`config.mk`:
```
export PLATFORM = sky130hd
export DESIGN_NAME = irq_mode_ctrl
export DESIGN_NICKNAME = d
export VERILOG_FILES = /design/src/rtl/irqc_pkg.sv /design/src/rtl/irqc_state.sv /design/src/rtl/irqc_arbiter.sv /design/src/rtl/irqc_ack_seq.sv /design/src/rtl/irq_mode_ctrl.sv
export SDC_FILE = /design/constraint.sdc
export NUM_CORES = 1
export LEC_CHECK = 0
export BUFFER_PORTS_ARGS = -buffer_cell sky130_fd_sc_hd__buf_2
export CAP_MARGIN = 10
export CELL_PAD_IN_SITES_DETAIL_PLACEMENT = 0
export CELL_PAD_IN_SITES_GLOBAL_PLACEMENT = 2
export CORE_MARGIN = 5
export CORE_UTILIZATION = 29
export CTS_CLUSTER_DIAMETER = 80
export CTS_CLUSTER_SIZE = 40
export DETAILED_ROUTE_END_ITERATION = 12
export GPL_ROUTABILITY_DRIVEN = 0
export GPL_TIMING_DRIVEN = 0
export PLACE_DENSITY_LB_ADDON = 0.1
export SLEW_MARGIN = 0
export SYNTH_ARGS = -nofsm -noshare
export SYNTH_HDL_FRONTEND = slang
export SYNTH_SLANG_ARGS = --single-unit
```
`constraint.sdc`:
```
create_clock -name clk -period 2 [get_ports clk]
set_input_delay 0.1 -clock clk [delete_from_list [all_inputs] [get_ports clk]]
set_output_delay 0.1 -clock clk [all_outputs]
set_load 0.01 [all_outputs]
```
`src/rtl/irqc_pkg.sv`:
```
package irqc_pkg;
  localparam logic [1:0] MODE_0 = 2'd0;
  localparam logic [1:0] MODE_1 = 2'd1;
  localparam logic [1:0] MODE_2 = 2'd2;
  localparam logic [1:0] MODE_X = 2'd3;

  typedef enum logic [1:0] {
    ACK_IDLE  = 2'd0,
    ACK_WAIT1 = 2'd1,
    ACK_WAIT2 = 2'd2
  } ack_state_e;
endpackage

```
`src/rtl/irqc_state.sv`:
```
module irqc_state
  import irqc_pkg::*;
#(
  parameter int DATA_W = 8
) (
  input  logic              clk,
  input  logic              rst_n,
  input  logic              op_di,
  input  logic              op_ei,
  input  logic              op_retn,
  input  logic              op_im,
  input  logic [1:0]        im_sel,
  input  logic              op_ldair,
  input  logic              ireg_we,
  input  logic [DATA_W-1:0] ireg_d,
  input  logic              acc_nmi,
  input  logic              acc_int,
  output logic              iff1,
  output logic              iff2,
  output logic [1:0]        mode,
  output logic [DATA_W-1:0] ireg,
  output logic              pv
);
  logic       iff1_n, iff2_n, pv_n;
  logic [1:0] mode_n;

  always_comb begin
    iff1_n = iff1;
    iff2_n = iff2;
    if (op_di) begin
      iff1_n = 1'b0;
      iff2_n = 1'b0;
    end else if (op_ei) begin
      iff1_n = 1'b1;
      iff2_n = 1'b1;
    end else if (op_retn) begin
      iff1_n = iff2;
    end
    if (acc_nmi) begin
      iff2_n = iff1;
      iff1_n = 1'b0;
    end else if (acc_int) begin
      iff1_n = 1'b0;
      iff2_n = 1'b0;
    end
  end

  always_comb begin
    mode_n = mode;
    if (op_im && (im_sel != MODE_X)) mode_n = im_sel;
    pv_n = pv;
    if (op_ldair) pv_n = iff2;
  end

  always_ff @(posedge clk or negedge rst_n) begin
    if (!rst_n) begin
      iff1 <= 1'b0;
      iff2 <= 1'b0;
      mode <= MODE_0;
      pv   <= 1'b0;
    end else begin
      iff1 <= iff1_n;
      iff2 <= iff2_n;
      mode <= mode_n;
      pv   <= pv_n;
    end
  end

  always_ff @(posedge clk or negedge rst_n) begin
    if (!rst_n)       ireg <= '0;
    else if (ireg_we) ireg <= ireg_d;
  end

  p_ei_sets_r2: assert property (@(posedge clk) disable iff (!rst_n)
    op_ei && !op_di |=> iff1 && iff2);
  p_nmi_save_r5: assert property (@(posedge clk) disable iff (!rst_n)
    acc_nmi |=> !iff1 && (iff2 == $past(iff1)));
  p_int_clears_r6: assert property (@(posedge clk) disable iff (!rst_n)
    acc_int |=> !iff1 && !iff2);
  p_retn_restore_r10: assert property (@(posedge clk) disable iff (!rst_n)
    op_retn && !op_di && !op_ei && !acc_nmi && !acc_int |=> iff1 == $past(iff2));
  p_pv_capture_r11: assert property (@(posedge clk) disable iff (!rst_n)
    op_ldair |=> pv == $past(iff2));
endmodule

```
`src/rtl/irqc_arbiter.sv`:
```
module irqc_arbiter (
  input  logic insn_end,
  input  logic op_di,
  input  logic op_ei,
  input  logic busreq,
  input  logic seq_idle,
  input  logic nmi,
  input  logic irq,
  input  logic iff1,
  output logic acc_nmi,
  output logic acc_int
);
  logic sample_ok;

  always_comb begin
    sample_ok = insn_end && !op_di && !op_ei && !busreq && seq_idle;
    acc_nmi   = sample_ok && nmi;
    acc_int   = sample_ok && !nmi && irq && iff1;
  end

  always_comb begin
    a_excl_r5: assert (!(acc_nmi && acc_int));
  end
endmodule

```
`src/rtl/irqc_ack_seq.sv`:
```
module irqc_ack_seq
  import irqc_pkg::*;
#(
  parameter int                  DATA_W   = 8,
  parameter int                  ADDR_W   = 2 * DATA_W,
  parameter logic [ADDR_W-1:0]   NMI_ADDR = 16'h0066,
  parameter logic [ADDR_W-1:0]   M1_ADDR  = 16'h0038
) (
  input  logic              clk,
  input  logic              rst_n,
  input  logic              acc_nmi,
  input  logic              acc_int,
  input  logic [1:0]        mode,
  input  logic [DATA_W-1:0] ireg,
  input  logic [DATA_W-1:0] vec,
  output logic              seq_idle,
  output logic              take_nmi,
  output logic              take_int,
  output logic              ack_wait,
  output logic              tgt_valid,
  output logic [ADDR_W-1:0] tgt_addr,
  output logic              mode0
);
  localparam logic [ADDR_W-1:0] LSB_MASK = {{(ADDR_W-1){1'b1}}, 1'b0};

  ack_state_e        st, st_n;
  logic [1:0]        mode_q, mode_n;
  logic              take_nmi_n, take_int_n, valid_n, mode0_n;
  logic [ADDR_W-1:0] addr_n;

  always_comb begin
    st_n       = st;
    mode_n     = mode_q;
    take_nmi_n = acc_nmi;
    take_int_n = acc_int;
    valid_n    = 1'b0;
    mode0_n    = 1'b0;
    addr_n     = tgt_addr;
    case (st)
      ACK_IDLE: begin
        if (acc_nmi) begin
          valid_n = 1'b1;
          addr_n  = NMI_ADDR;
        end else if (acc_int) begin
          st_n   = ACK_WAIT1;
          mode_n = mode;
        end
      end
      ACK_WAIT1: st_n = ACK_WAIT2;
      ACK_WAIT2: begin
        st_n    = ACK_IDLE;
        valid_n = 1'b1;
        case (mode_q)
          MODE_0: begin
            addr_n  = '0;
            mode0_n = 1'b1;
          end
          MODE_1:  addr_n = M1_ADDR;
          default: addr_n = {ireg, vec} & LSB_MASK;
        endcase
      end
      default: st_n = ACK_IDLE;
    endcase
  end

  always_ff @(posedge clk or negedge rst_n) begin
    if (!rst_n) begin
      st        <= ACK_IDLE;
      mode_q    <= MODE_0;
      take_nmi  <= 1'b0;
      take_int  <= 1'b0;
      tgt_valid <= 1'b0;
      tgt_addr  <= '0;
      mode0     <= 1'b0;
    end else begin
      st        <= st_n;
      mode_q    <= mode_n;
      take_nmi  <= take_nmi_n;
      take_int  <= take_int_n;
      tgt_valid <= valid_n;
      tgt_addr  <= addr_n;
      mode0     <= mode0_n;
    end
  end

  always_comb begin
    seq_idle = (st == ACK_IDLE);
    ack_wait = !seq_idle;
  end

  p_wait_second_r7: assert property (@(posedge clk) disable iff (!rst_n)
    $rose(ack_wait) |=> ack_wait);
  p_wait_end_r7: assert property (@(posedge clk) disable iff (!rst_n)
    ack_wait && $past(ack_wait) |=> !ack_wait && tgt_valid);
  p_nmi_target_r5: assert property (@(posedge clk) disable iff (!rst_n)
    take_nmi |-> tgt_valid && (tgt_addr == NMI_ADDR));
  p_int_starts_wait_r6: assert property (@(posedge clk) disable iff (!rst_n)
    take_int |-> ack_wait && !tgt_valid);
endmodule

```
`src/rtl/irq_mode_ctrl.sv`:
```
module irq_mode_ctrl
  import irqc_pkg::*;
#(
  parameter int                DATA_W   = 8,
  parameter int                ADDR_W   = 2 * DATA_W,
  parameter logic [ADDR_W-1:0] NMI_ADDR = 16'h0066,
  parameter logic [ADDR_W-1:0] M1_ADDR  = 16'h0038
) (
  input  logic              clk,
  input  logic              rst_n,
  input  logic              nmi_i,
  input  logic              int_i,
  input  logic              busreq_i,
  input  logic              insn_end_i,
  input  logic              op_di_i,
  input  logic              op_ei_i,
  input  logic              op_retn_i,
  input  logic              op_im_i,
  input  logic [1:0]        im_sel_i,
  input  logic              op_ldair_i,
  input  logic              ireg_we_i,
  input  logic [DATA_W-1:0] ireg_d_i,
  input  logic [DATA_W-1:0] ack_vec_i,
  output logic              iff1_o,
  output logic              iff2_o,
  output logic [1:0]        mode_o,
  output logic              pv_o,
  output logic              take_nmi_o,
  output logic              take_int_o,
  output logic              ack_wait_o,
  output logic              tgt_valid_o,
  output logic [ADDR_W-1:0] tgt_addr_o,
  output logic              mode0_o
);
  logic              acc_nmi, acc_int, seq_idle;
  logic [DATA_W-1:0] ireg;

  irqc_state #(.DATA_W(DATA_W)) u_state (
    .clk(clk), .rst_n(rst_n),
    .op_di(op_di_i), .op_ei(op_ei_i), .op_retn(op_retn_i),
    .op_im(op_im_i), .im_sel(im_sel_i), .op_ldair(op_ldair_i),
    .ireg_we(ireg_we_i), .ireg_d(ireg_d_i),
    .acc_nmi(acc_nmi), .acc_int(acc_int),
    .iff1(iff1_o), .iff2(iff2_o), .mode(mode_o), .ireg(ireg), .pv(pv_o)
  );

  irqc_arbiter u_arb (
    .insn_end(insn_end_i), .op_di(op_di_i), .op_ei(op_ei_i),
    .busreq(busreq_i), .seq_idle(seq_idle),
    .nmi(nmi_i), .irq(int_i), .iff1(iff1_o),
    .acc_nmi(acc_nmi), .acc_int(acc_int)
  );

  irqc_ack_seq #(
    .DATA_W(DATA_W), .ADDR_W(ADDR_W), .NMI_ADDR(NMI_ADDR), .M1_ADDR(M1_ADDR)
  ) u_seq (
    .clk(clk), .rst_n(rst_n),
    .acc_nmi(acc_nmi), .acc_int(acc_int),
    .mode(mode_o), .ireg(ireg), .vec(ack_vec_i),
    .seq_idle(seq_idle),
    .take_nmi(take_nmi_o), .take_int(take_int_o),
    .ack_wait(ack_wait_o), .tgt_valid(tgt_valid_o),
    .tgt_addr(tgt_addr_o), .mode0(mode0_o)
  );

  p_busreq_block_r4: assert property (@(posedge clk) disable iff (!rst_n)
    (take_nmi_o || take_int_o) |-> !$past(busreq_i));
  p_int_needs_iff1_r6: assert property (@(posedge clk) disable iff (!rst_n)
    take_int_o |-> $past(iff1_o) && !$past(nmi_i));
  p_take_needs_end_r3: assert property (@(posedge clk) disable iff (!rst_n)
    (take_nmi_o || take_int_o) |-> $past(insn_end_i) && !$past(op_ei_i) && !$past(op_di_i));
  p_no_take_busy_r12: assert property (@(posedge clk) disable iff (!rst_n)
    ack_wait_o && $past(ack_wait_o) |-> !take_nmi_o && !take_int_o);
  p_take_onehot_r5: assert property (@(posedge clk) disable iff (!rst_n)
    $onehot0({take_nmi_o, take_int_o}));
endmodule

```
==> run_results.csv <==
group,metric,value,unit
logic_synthesis,synth.ff_latch_count,36,
final_layout,fin_cells,263,
power,power.total,1.65,mW
drt,drt_first_pass_iters,4,
global_routing,grt_pass1_vias,1303,
final_layout,mostFrequentLayoutCells,"buf_2 (50), dfrtp_1 (36), nand2_1 (19)",
logic_synthesis,synth_compound_area_frac,0.0880,
final_layout,layout_commonest_cell,"buf_2",
timing,skew,2.55,ps
timing,relSlewSlack,0.462,
logic_synthesis,synthesis.nets,163,
min_path,hold-path-cell-count,2,
logic_synthesis,synth_fa_ha_area_frac,0,
logic_synthesis,syn_area,1520,um^2
setup_path,arrival,2060,ps
timing,whs,49.2,ps
setup_path,crit_chain,"or4b_1 -> buf_6 -> nor4_4 -> mux2_2",
timing,setup_ws,112,ps
timing,hold_viol,0,
final_layout,antennaDiodeCount,0,
floorplanning,io_pins,56,
logic_synthesis,synthXorXnorAreaFrac,0,
global_routing,gr-total-overflow,0,
cts,insertion_delay,280,ps
global_routing,grt_pass1_wl,5960,um
drt,wl,3620,um
place,dpl.hpwl,2650,um
timing,min_period,1890,ps
drt,routed.top_layer,"met4",
floorplanning,die-area,6790,um^2
logic_synthesis,synth_top_family_by_area,"simple AND/OR/NAND/NOR gates",
timing,max_freq,530,MHz
cts,ctsRootBufferMaster,"clkbuf_8",
global_routing,grt_max_degree,37,
cts,cts_buffer_depth,2,
place,placed_cells,253,
final_layout,finalNetCount,223,
drt,num_vias,1167,
power,p_per_area,843,nW/um^2
drt,drcViolationCount,0,
setup_path,crit_start,"u_seq.st[1]",
final_layout,drive_above_1_share,0.394,
drt,final_antenna_net_count,0,
drt,met1Wirelength,1550,um
place,port_buffers,50,
drt,drtIter0Drc,41,
logic_synthesis,synth-seq-area-share,0.592,
drt,met3WireLength,240,um
run,maxCapViolCount,0,
floorplanning,die_w,82.4,um
setup_path,crit_fanout,6,
setup_path,reg2reg_slack,110,ps
setup_path,required,2170,ps
cts,cts_htree_levels,2,
min_path,hold_class,"input pin to flop",
min_path,hp-start,"ireg_d_i[2]",
timing,tns,0,ps
logic_synthesis,yosys.area_share.simple,0.188,
floorplanning,num_rows,26,
timing,slew_viol_final,0,
setup_path,reg2reg_to,"u_seq.mode_q[0]",
setup_path,worstReg2RegStart,"u_seq.st[1]",
setup_path,cpPeakStageDelay,540,ps
global_routing,grtUsageTotal,0.118,
drt,met2RoutedLength,1790,um
setup_path,critPathCaptureType,"flop",
cts,numCtsBuffers,5,
logic_synthesis,ys_warn_count,0,
cts,cts_sinks,36,
floorplanning,start_util,0.298,
timing,setup_violations,0,
drt,vias_per_cell,4.44,
setup_path,crit_type,"flop to flop",
timing,final.period_utilization,0.944,
place,post-place-ws,-36.2,ps
logic_synthesis,synth_area_per_cell,11.4,um^2
cts,clkTransAtPathRegs,70,ps
drt,wire_per_inst,13.8,um
power,ir_drop,0.243,mV
final_layout,syn2layout_area_growth,28.9,%
timing,tightest_slew,807,ps
outcome,status,"finished clean",
logic_synthesis,ys_types,29,
logic_synthesis,synth_mux_area_frac,0.0880,
setup_path,start_kind,"flop",
floorplanning,die_h,82.4,um
min_path,hold_end,"u_state.ireg[2]",
floorplanning,core,5110,um^2
cts,cts_tree,"yes",
timing,rsz0062_at_grt,"false",
power,p_leak,0.932,nW
setup_path,crit_slowest_cell,"or4b_1",
setup_path,r2r_cells,4,
logic_synthesis,syn_inst,133,
global_routing,antenna_found_initial,0,
-- repair_timing --
item	4_1_cts	5_1_grt
setup buffers	2	0
setup endpoints to repair	9	0
hold buffers	1	0
endpoints found under the hold margin	36	0
resized for setup	0	0
-- flip-flops by register name, indices dropped and copies added (netlist names) --
register / flops
u_seq.mode_q: 2
u_state.mode: 2
u_seq.st: 2
u_state.iff2: 1
u_state.pv: 1
u_seq.mode0: 1
u_state.ireg: 8
u_seq.take_int: 1
u_seq.tgt_valid: 1
u_state.iff1: 1
u_seq.take_nmi: 1
u_seq.tgt_addr: 15
-- layer usage --
layer,up-vias,track usage
met5,-,0
met4,0,0.0548
met3,6,0.0336
met2,34,0.200
met1,553,0.137
li1,574,-
-- synth_stat cells --
| cell type | n | area (um^2) |
|---|---|---|
| o21ba_2 | 1 | 10.0 |
| dfrtp_1 | 36 | 901 |
| or2_2 | 1 | 6.26 |
| o22ai_1 | 2 | 12.5 |
| nor4b_4 | 1 | 23.8 |
| and2b_1 | 1 | 7.51 |
| buf_6 | 2 | 22.5 |
| o31a_1 | 4 | 35.0 |
| nor3_1 | 2 | 10.0 |
| a21oi_1 | 3 | 15.0 |
| nand3_1 | 10 | 50.1 |
| nand2_1 | 19 | 71.3 |
| nor2_1 | 5 | 18.8 |
| nor4_4 | 1 | 21.3 |
| clkbuf_1 | 9 | 33.8 |
| mux2i_1 | 1 | 10.0 |
| o31ai_1 | 1 | 7.51 |
| or4_1 | 1 | 7.51 |
| mux2_2 | 11 | 124 |
| buf_4 | 1 | 7.51 |
| or2b_1 | 1 | 7.51 |
| o21ai_0 | 9 | 45.0 |
| nand2b_1 | 1 | 6.26 |
| nor2b_1 | 4 | 25.0 |
| conb_1 | 1 | 3.75 |
| a211o_1 | 1 | 8.76 |
| or4b_1 | 1 | 10.0 |
| nand3b_1 | 1 | 7.51 |
| nor4_1 | 2 | 12.5 |
-- how the worst max path moves through the flow --
| stage | slack (ps) | to | depth (start not counted) |
|---|---|---|---|
| 2_1_floorplan | 180 | u_seq.tgt_addr[3] | 5 |
| 3_3_place_gp | -20 | u_seq.tgt_addr[4] | 5 |
| 3_5_place_dp | -40 | u_seq.tgt_addr[4] | 5 |
| 4_1_cts | 90 | u_seq.mode_q[0] | 4 |
| 5_1_grt | 50 | u_seq.mode_q[0] | 4 |
| 6_report | 110 | u_seq.mode_q[0] | 4 |
-- worst max-delay path: cells and delay by family (launching register included) --
kind                   cells  cell delay [ps]
AND/OR/NAND/NOR            2              840
flip-flops                 1              400
multiplexers               1              370
buffers and inverters      1              160
-- report_power, final --
part | internal [mW] | switching [mW]
Clock | 0.237 | 0.243
Combinational | 0.142 | 0.157
Sequential | 0.822 | 0.0525
Total | 1.20 | 0.453
-- cell families after synthesis --
kind of cell / after synthesis
and+or+nand+nor: 51
DFF: 36
AOI/OAI and AO/OA: 21
muxes: 12
buffers and inverters: 12
other: 1
-- per-stage QoR --
stage	cell area, um^2	util
2_1_floorplan	1520	-
3_3_place_gp	1860	0.364
3_5_place_dp	1860	0.364
4_1_cts	1960	0.384
5_1_grt	1960	0.384
6_report	1960	0.384
-- cell type report --
class,instances,area [um^2]
Buffer,12,63.8
Multi-Input combinational cell,85,557
Timing Repair Buffer,53,275
Sequential cell,36,901
Clock buffer,6,72.6
Fill cell,531,3150
Clock inverter,1,5.00
Tap cell,70,87.6
No activity file was read; power rests on OpenSTA's default activity.
